===== src/rtl/dma_seq_pkg.sv =====
package dma_seq_pkg;

  localparam int REG_AW = 3;

  localparam logic [REG_AW-1:0] RA_SRC  = 3'd0;
  localparam logic [REG_AW-1:0] RA_DST  = 3'd1;
  localparam logic [REG_AW-1:0] RA_CNT  = 3'd2;
  localparam logic [REG_AW-1:0] RA_CTRL = 3'd3;
  localparam logic [REG_AW-1:0] RA_STAT = 3'd4;

  localparam int CTL_INC_S = 2;
  localparam int CTL_INC_D = 3;
  localparam int CTL_EXT   = 4;
  localparam int CTL_GO    = 5;

  localparam int STAT_BUSY = 0;
  localparam int STAT_DONE = 1;

  typedef enum logic [1:0] {
    ST_IDLE,
    ST_ARM,
    ST_RD,
    ST_WR
  } seq_state_e;

  // operand size code to byte count
  function automatic logic [4:0] size_bytes(input logic [1:0] code);
    case (code)
      2'd0:    return 5'd1;
      2'd1:    return 5'd2;
      2'd2:    return 5'd4;
      default: return 5'd16;
    endcase
  endfunction

endpackage


===== src/rtl/dma_seq_regs.sv =====
module dma_seq_regs
  import dma_seq_pkg::*;
#(
  parameter int ADDR_W = 32,
  parameter int CNT_W  = 16
) (
  input  logic              clk,
  input  logic              rst,
  input  logic              wr_en,
  input  logic [REG_AW-1:0] wr_sel,
  input  logic [ADDR_W-1:0] wr_data,
  input  logic              upd,
  output logic [ADDR_W-1:0] src_q,
  output logic [ADDR_W-1:0] dst_q,
  output logic [CNT_W-1:0]  cnt_q,
  output logic [1:0]        size_q,
  output logic              inc_s_q,
  output logic              inc_d_q,
  output logic              ext_q,
  output logic              last_op,
  output logic              cnt_zero
);

  logic [4:0]        step;
  logic [ADDR_W-1:0] step_a;
  logic [CNT_W-1:0]  step_c;
  logic              wr_src, wr_dst, wr_cnt, wr_ctl;

  assign step   = size_bytes(size_q);
  assign step_a = ADDR_W'(step);
  assign step_c = CNT_W'(step);

  assign wr_src = wr_en && (wr_sel == RA_SRC);
  assign wr_dst = wr_en && (wr_sel == RA_DST);
  assign wr_cnt = wr_en && (wr_sel == RA_CNT);
  assign wr_ctl = wr_en && (wr_sel == RA_CTRL);

  assign last_op  = (cnt_q <= step_c);
  assign cnt_zero = (cnt_q == '0);

  // software writes win over the sequencer step in the same cycle
  always_ff @(posedge clk) begin
    if (rst) begin
      src_q <= '0;
    end else if (wr_src) begin
      src_q <= wr_data;
    end else if (upd && inc_s_q) begin
      src_q <= src_q + step_a;
    end
  end

  always_ff @(posedge clk) begin
    if (rst) begin
      dst_q <= '0;
    end else if (wr_dst) begin
      dst_q <= wr_data;
    end else if (upd && inc_d_q) begin
      dst_q <= dst_q + step_a;
    end
  end

  always_ff @(posedge clk) begin
    if (rst) begin
      cnt_q <= '0;
    end else if (wr_cnt) begin
      cnt_q <= wr_data[CNT_W-1:0];
    end else if (upd) begin
      cnt_q <= last_op ? '0 : (cnt_q - step_c);
    end
  end

  always_ff @(posedge clk) begin
    if (rst) begin
      size_q  <= '0;
      inc_s_q <= 1'b0;
      inc_d_q <= 1'b0;
      ext_q   <= 1'b0;
    end else if (wr_ctl) begin
      size_q  <= wr_data[1:0];
      inc_s_q <= wr_data[CTL_INC_S];
      inc_d_q <= wr_data[CTL_INC_D];
      ext_q   <= wr_data[CTL_EXT];
    end
  end

  AST_SRC_STEP: assert property (@(posedge clk) disable iff (rst)
    (upd && inc_s_q && !wr_src) |=> (src_q == $past(src_q) + $past(step_a)));
  AST_SRC_HOLD: assert property (@(posedge clk) disable iff (rst)
    (!inc_s_q && !wr_src) |=> $stable(src_q));
  AST_DST_HOLD: assert property (@(posedge clk) disable iff (rst)
    (!inc_d_q && !wr_dst) |=> $stable(dst_q));
  AST_CNT_IDLE: assert property (@(posedge clk) disable iff (rst)
    (!upd && !wr_cnt) |=> $stable(cnt_q));
  AST_CNT_DOWN: assert property (@(posedge clk) disable iff (rst)
    (upd && !wr_cnt) |=> (cnt_q < $past(cnt_q)));

endmodule


===== src/rtl/dma_seq_fsm.sv =====
module dma_seq_fsm
  import dma_seq_pkg::*;
#(
  parameter int DATA_W = 128
) (
  input  logic              clk,
  input  logic              rst,
  input  logic              go,
  input  logic              ext_en,
  input  logic              ext_req,
  input  logic              cnt_zero,
  input  logic              last_op,
  input  logic              stat_wr,
  input  logic              stat_wdone,
  input  logic              bus_ack,
  input  logic [DATA_W-1:0] bus_rdata,
  output seq_state_e        state_q,
  output logic              busy,
  output logic              done_q,
  output logic              upd,
  output logic [DATA_W-1:0] data_q
);

  logic abort;

  assign busy  = (state_q != ST_IDLE);
  assign abort = stat_wr && stat_wdone && busy;
  assign upd   = (state_q == ST_WR) && bus_ack && !abort;

  always_ff @(posedge clk) begin
    if (rst) begin
      state_q <= ST_IDLE;
      done_q  <= 1'b0;
    end else if (abort) begin
      state_q <= ST_IDLE;
      done_q  <= 1'b1;
    end else if (stat_wr && !busy) begin
      done_q <= stat_wdone;
    end else begin
      case (state_q)
        ST_IDLE: begin
          if (go && !done_q) begin
            if (cnt_zero) done_q  <= 1'b1;
            else          state_q <= ST_RD;
          end
        end
        ST_ARM: begin
          if (!ext_en || ext_req) state_q <= ST_RD;
        end
        ST_RD: begin
          if (bus_ack) state_q <= ST_WR;
        end
        ST_WR: begin
          if (bus_ack) begin
            if (last_op) begin
              state_q <= ST_IDLE;
              done_q  <= 1'b1;
            end else begin
              state_q <= ext_en ? ST_ARM : ST_RD;
            end
          end
        end
        default: state_q <= ST_IDLE;
      endcase
    end
  end

  always_ff @(posedge clk) begin
    if (rst) begin
      data_q <= '0;
    end else if ((state_q == ST_RD) && bus_ack) begin
      data_q <= bus_rdata;
    end
  end

  AST_BUSY_DONE_EXCL: assert property (@(posedge clk) disable iff (rst)
    !(busy && done_q));
  AST_ABORT_STOP: assert property (@(posedge clk) disable iff (rst)
    abort |=> (state_q == ST_IDLE && done_q));
  AST_RD_TO_WR: assert property (@(posedge clk) disable iff (rst)
    ((state_q == ST_RD) && bus_ack && !abort) |=> (state_q == ST_WR));
  AST_ZERO_NO_BUS: assert property (@(posedge clk) disable iff (rst)
    ((state_q == ST_IDLE) && go && cnt_zero && !stat_wr) |=> (state_q == ST_IDLE));
  AST_ARM_WAITS: assert property (@(posedge clk) disable iff (rst)
    ((state_q == ST_ARM) && ext_en && !ext_req && !stat_wr) |=> (state_q == ST_ARM));

endmodule


===== src/rtl/dma_chan_seq.sv =====
module dma_chan_seq
  import dma_seq_pkg::*;
#(
  parameter int ADDR_W = 32,
  parameter int CNT_W  = 16,
  parameter int DATA_W = 128
) (
  input  logic              clk,
  input  logic              rst,
  input  logic              reg_wr,
  input  logic [2:0]        reg_waddr,
  input  logic [ADDR_W-1:0] reg_wdata,
  input  logic [2:0]        reg_raddr,
  output logic [ADDR_W-1:0] reg_rdata,
  input  logic              ext_req,
  output logic              bus_req,
  output logic              bus_we,
  output logic [ADDR_W-1:0] bus_addr,
  output logic [1:0]        bus_size,
  output logic [DATA_W-1:0] bus_wdata,
  input  logic [DATA_W-1:0] bus_rdata,
  input  logic              bus_ack
);

  localparam int CTL_W  = CTL_EXT + 1;
  localparam int STAT_W = STAT_DONE + 1;

  logic [ADDR_W-1:0] src_q, dst_q;
  logic [CNT_W-1:0]  cnt_q;
  logic [1:0]        size_q;
  logic              inc_s_q, inc_d_q, ext_q;
  logic              last_op, cnt_zero;
  logic              upd, busy, done_q, go, sw_go, stat_wr;
  seq_state_e        state_q;
  logic [CTL_W-1:0]  ctl_view;
  logic [STAT_W-1:0] stat_view;

  assign sw_go   = reg_wr && (reg_waddr == RA_CTRL)
                   && reg_wdata[CTL_GO] && !reg_wdata[CTL_EXT];
  assign go      = sw_go || (ext_q && ext_req);
  assign stat_wr = reg_wr && (reg_waddr == RA_STAT);

  dma_seq_regs #(
    .ADDR_W (ADDR_W),
    .CNT_W  (CNT_W)
  ) u_regs (
    .clk      (clk),
    .rst      (rst),
    .wr_en    (reg_wr),
    .wr_sel   (reg_waddr),
    .wr_data  (reg_wdata),
    .upd      (upd),
    .src_q    (src_q),
    .dst_q    (dst_q),
    .cnt_q    (cnt_q),
    .size_q   (size_q),
    .inc_s_q  (inc_s_q),
    .inc_d_q  (inc_d_q),
    .ext_q    (ext_q),
    .last_op  (last_op),
    .cnt_zero (cnt_zero)
  );

  dma_seq_fsm #(
    .DATA_W (DATA_W)
  ) u_fsm (
    .clk        (clk),
    .rst        (rst),
    .go         (go),
    .ext_en     (ext_q),
    .ext_req    (ext_req),
    .cnt_zero   (cnt_zero),
    .last_op    (last_op),
    .stat_wr    (stat_wr),
    .stat_wdone (reg_wdata[STAT_DONE]),
    .bus_ack    (bus_ack),
    .bus_rdata  (bus_rdata),
    .state_q    (state_q),
    .busy       (busy),
    .done_q     (done_q),
    .upd        (upd),
    .data_q     (bus_wdata)
  );

  assign ctl_view  = {ext_q, inc_d_q, inc_s_q, size_q};
  assign stat_view = {done_q, busy};

  always_ff @(posedge clk) begin
    if (rst) begin
      reg_rdata <= '0;
    end else begin
      case (reg_raddr)
        RA_SRC:  reg_rdata <= src_q;
        RA_DST:  reg_rdata <= dst_q;
        RA_CNT:  reg_rdata <= ADDR_W'(cnt_q);
        RA_CTRL: reg_rdata <= ADDR_W'(ctl_view);
        RA_STAT: reg_rdata <= ADDR_W'(stat_view);
        default: reg_rdata <= '0;
      endcase
    end
  end

  assign bus_req  = (state_q == ST_RD) || (state_q == ST_WR);
  assign bus_we   = (state_q == ST_WR);
  assign bus_addr = bus_we ? dst_q : src_q;
  assign bus_size = size_q;

  AST_REQ_HOLD: assert property (@(posedge clk) disable iff (rst)
    (bus_req && !bus_ack && !reg_wr) |=> (bus_req && $stable(bus_addr) && $stable(bus_we)));
  AST_REQ_BUSY: assert property (@(posedge clk) disable iff (rst)
    bus_req |-> !done_q);
  AST_SW_LAUNCH: assert property (@(posedge clk) disable iff (rst)
    (sw_go && !busy && !done_q && !cnt_zero) |=> (bus_req && !bus_we));

endmodule


===== config.mk =====
export PLATFORM = sky130hd
export DESIGN_NAME = dma_chan_seq
export DESIGN_NICKNAME = d
export VERILOG_FILES = /design/src/rtl/dma_seq_pkg.sv /design/src/rtl/dma_seq_regs.sv /design/src/rtl/dma_seq_fsm.sv /design/src/rtl/dma_chan_seq.sv
export SDC_FILE = /design/constraint.sdc
export NUM_CORES = 1
export LEC_CHECK = 0
export ABC_AREA = 1
export BUFFER_PORTS_ARGS = -buffer_cell sky130_fd_sc_hd__buf_2
export CORE_UTILIZATION = 40
export DETAILED_ROUTE_END_ITERATION = 10
export PLACE_DENSITY = 0.66
export SLEW_MARGIN = 20
export SYNTH_ARGS = -nofsm -noshare
export SYNTH_HDL_FRONTEND = slang
export SYNTH_SLANG_ARGS = --single-unit

===== constraint.sdc =====
create_clock -name clk -period 3.9 [get_ports clk]
set_input_delay 0.585 -clock clk [delete_from_list [all_inputs] [get_ports clk]]
set_output_delay 0.585 -clock clk [all_outputs]
set_load 0.05 [all_outputs]

==> flow_metrics.py <==
metrics = {
    "outcome": {
        "status": "finished, final reports clean",
    },
    "synthesis": {
        "yosys_warnings": 0,
        "ys_seq_area_share_pct": 39.9,
        "yosys_most_used_dff": "dfxtp_1",
        "synth_area_um2": 12400,
        "avgSynthCellArea_um2": 6.54,
        "syn_nets": 2093,
        "synth_top_area_cell": "dfxtp_1",
        "synth_cell_types": 44,
        "synth_area_leaders": "dfxtp_1 40%, nor2_1 12%, nand2_1 12%",
        "synthCells": 1903,
        "async_reset_ff_share_pct": 0,
        "synth_edf_count": 0,
        "ys_seq_elements": 248,
        "synth_top_area_share_pct": 39.9,
    },
    "critical_path": {
        "cp.arrival_ns": 2.69,
        "slowest_delay_ns": 0.56,
        "cp_cell_sequence": "ha_2 -> buf_4 -> nand2_1 -> o21ai_0 -> buf_2",
        "path_class": "reg -> out",
        "cp_max_fo": 50,
        "worstSetupStartpointType": "flip-flop",
        "cp_top_family": "buffers and inverters",
        "crit_slowest_cell": "buf_4",
        "end_kind": "primary output",
        "cp.required_ns": 3.31,
        "crit_buf_inv": 2,
    },
    "floorplanning": {
        "boundaryPins": 367,
        "die_x_um": 178,
        "core_area_um2": 30600,
        "rows": 64,
        "die_h_um": 178,
        "start_util_pct": 40.7,
        "die_area_um2": 31800,
    },
    "clocking": {
        "cts_inserted_buffers": 29,
        "htreeDepth": 1,
        "clock_latency_ns": 0.57,
        "tritoncts": "done",
        "cts_resized": 0,
        "post_cts_buffers": 0,
        "clk_path_buf_depth": 3,
        "cts.sinks": 248,
        "root_buffer": "clkbuf_16",
        "clk_pin_slew_ns": 0.07,
        "hold_buffers": 0,
    },
    "timing": {
        "setup-violations-final": 0,
        "maxSlewHeadroom_pct": 37.8,
        "fin_tns_setup_ns": 0,
        "tightest_slew_ns": 0.932,
        "skew_ns": 0.0311,
        "max_freq_mhz": 305,
        "fin_crit_sh_pct": 84.0,
        "rsz0062_at_grt": "no",
        "final_max_slew_viol_count": 0,
        "period_minus_slack_ns": 3.28,
        "hold_viol": 0,
    },
    "route": {
        "drc": 0,
        "first_pass_iters": 6,
        "ant_nets": 0,
        "vias": 13700,
        "via_per_inst": 5.18,
        "routedWlPerCell_um": 17.1,
        "finalWirelength_mm": 45.2,
        "drt_first_iter_violations": 1474,
    },
    "finish": {
        "drive_above_1_share_pct": 20.3,
        "seqCellArea_um2": 4960,
        "instances_no_fill": 2642,
        "multi_input_area_um2": 6360,
        "layout_commonest_cell": "nor2_1",
        "areaGrowthSynthToFinish_pct": 24.4,
        "finish.instance_area_um2": 15500,
        "fillers": 3155,
        "layout_common_cells": "393 x nor2_1, 388 x nand2_1, 365 x buf_2",
        "fin_nets": 2413,
    },
    "place": {
        "dp_cells": 2588,
        "gp_congestion": 0.922,
        "portBuffers": 366,
        "placed_cell_area_um2": 14500,
        "dp_hpwl_mm": 33.5,
    },
    "global_route": {
        "grt_max_degree": 109,
        "grt_util_met3_pct": 5.20,
        "antenna_found_initial": 0,
        "use_met2_pct": 44.9,
        "grt_pass1_vias": 12400,
        "grt_usage_pct": 27.5,
        "busiest_layer": "met2",
        "grt_pass1_wl_mm": 68.7,
        "grt_util_met1_pct": 35.8,
        "overflow": 0,
    },
    "flow_run": {
        "maxCapViolations": 0,
    },
    "power": {
        "leakagePower_nw": 6.98,
        "power_density_nw_per_um2": 565,
        "ir_drop_v": 0.000457,
    },
    "min_path": {
        "hold_path_class": "in -> reg",
    },
}
per-layer routing:
| layer | wire [um] | part of all wire (%) |
|---|---|---|
| met1 | 18400 | 41 |
| met5 | 0 | 0 |
| met3 | 4010 | 8.9 |
| met4 | 1630 | 3.6 |
| met2 | 21200 | 47 |
worst register-to-register path, delay by kind of cell, from the launching register on:
kind / cells / cell delay, ns
AND/OR/NAND/NOR: 11 / 1.35
adder cells (fa/ha/maj): 1 / 0.45
flip-flops: 1 / 0.40
buffers and inverters: 3 / 0.35
AO/OA/AOI/OAI: 1 / 0.12
sequential cells by signal, summed over array words and instances, names as in the netlist, 2 cells and up:
name	flops
u_fsm.data_q	128
reg_rdata	32
u_regs.dst_q	32
u_regs.src_q	32
u_regs.cnt_q	16
u_fsm.state_q	2
u_regs.size_q	2
power breakdown:
group / internal (mW) / switching, mW
Clock: 1.66 / 1.11
Sequential: 2.89 / 0.195
Combinational: 0.684 / 2.20
Total: 5.24 / 3.51
synthesized netlist by cell type, drive strengths merged (3+ instances only):
master,number
nand3,96
fa,3
a31oi,13
xnor2,5
a21oi,92
nor3,23
a221oi,3
nor2,401
xor2,22
nand4,24
buf,32
inv,200
o22ai,34
dfxtp,248
clkbuf,57
ha,16
o21ai,226
nand2,394
path summary, 6_finish.rpt:
kind | cells past startpoint | to | slack (ns) | startpoint
setup / recovery | 5 | bus_addr[14] | 0.62 | u_fsm.state_q[1]
hold / removal | 3 | u_fsm.data_q[106] | 0.27 | bus_rdata[106]
setup reg to reg | 16 | u_regs.dst_q[30] | 1.11 | u_regs.size_q[0]
hold reg to reg | 2 | u_fsm.data_q[25] | 0.47 | u_fsm.data_q[25]
cell type report:
type	instances	area share [%]
Timing Repair Buffer	378	12.5
Clock inverter	9	0.638
Antenna cell	1	0.0162
Multi-Input combinational cell	1365	41.1
Tap cell	396	3.20
Clock buffer	44	5.63
Sequential cell	248	32.1
Inverter	201	4.89
kinds of logic (layout without fill, tap and decap cells):
group                      after synthesis  after routing  share of synthesized area (%)
AOI/OAI and AO/OA                      373            373                           15.7
xor gates and xnor gates                27             27                           1.90
adders and majority gates               19             19                           2.09
buffers and inverters                  290            632                           9.15
DFF                                    248            248                           39.9
other                                    0              1                              0
and+or+nand+nor                        946            946                           31.2
stage by stage:
| step | power (mW) | util [%] | hold WS [ns] | setup slack, ns |
|---|---|---|---|---|
| after detailed placement | 6.01 | 47.4 | 0.466 | 1.15 |
| final | 8.75 | 50.6 | 0.271 | 0.623 |
| after floorplan | 5.26 | - | 0.466 | 1.05 |
| after global routing | 9.16 | 50.6 | 0.275 | 0.508 |
| after global placement | 5.97 | 47.4 | 0.457 | 1.24 |
| after CTS | 8.80 | 50.6 | 0.253 | 0.682 |
Power figures use the tool's default switching activity.
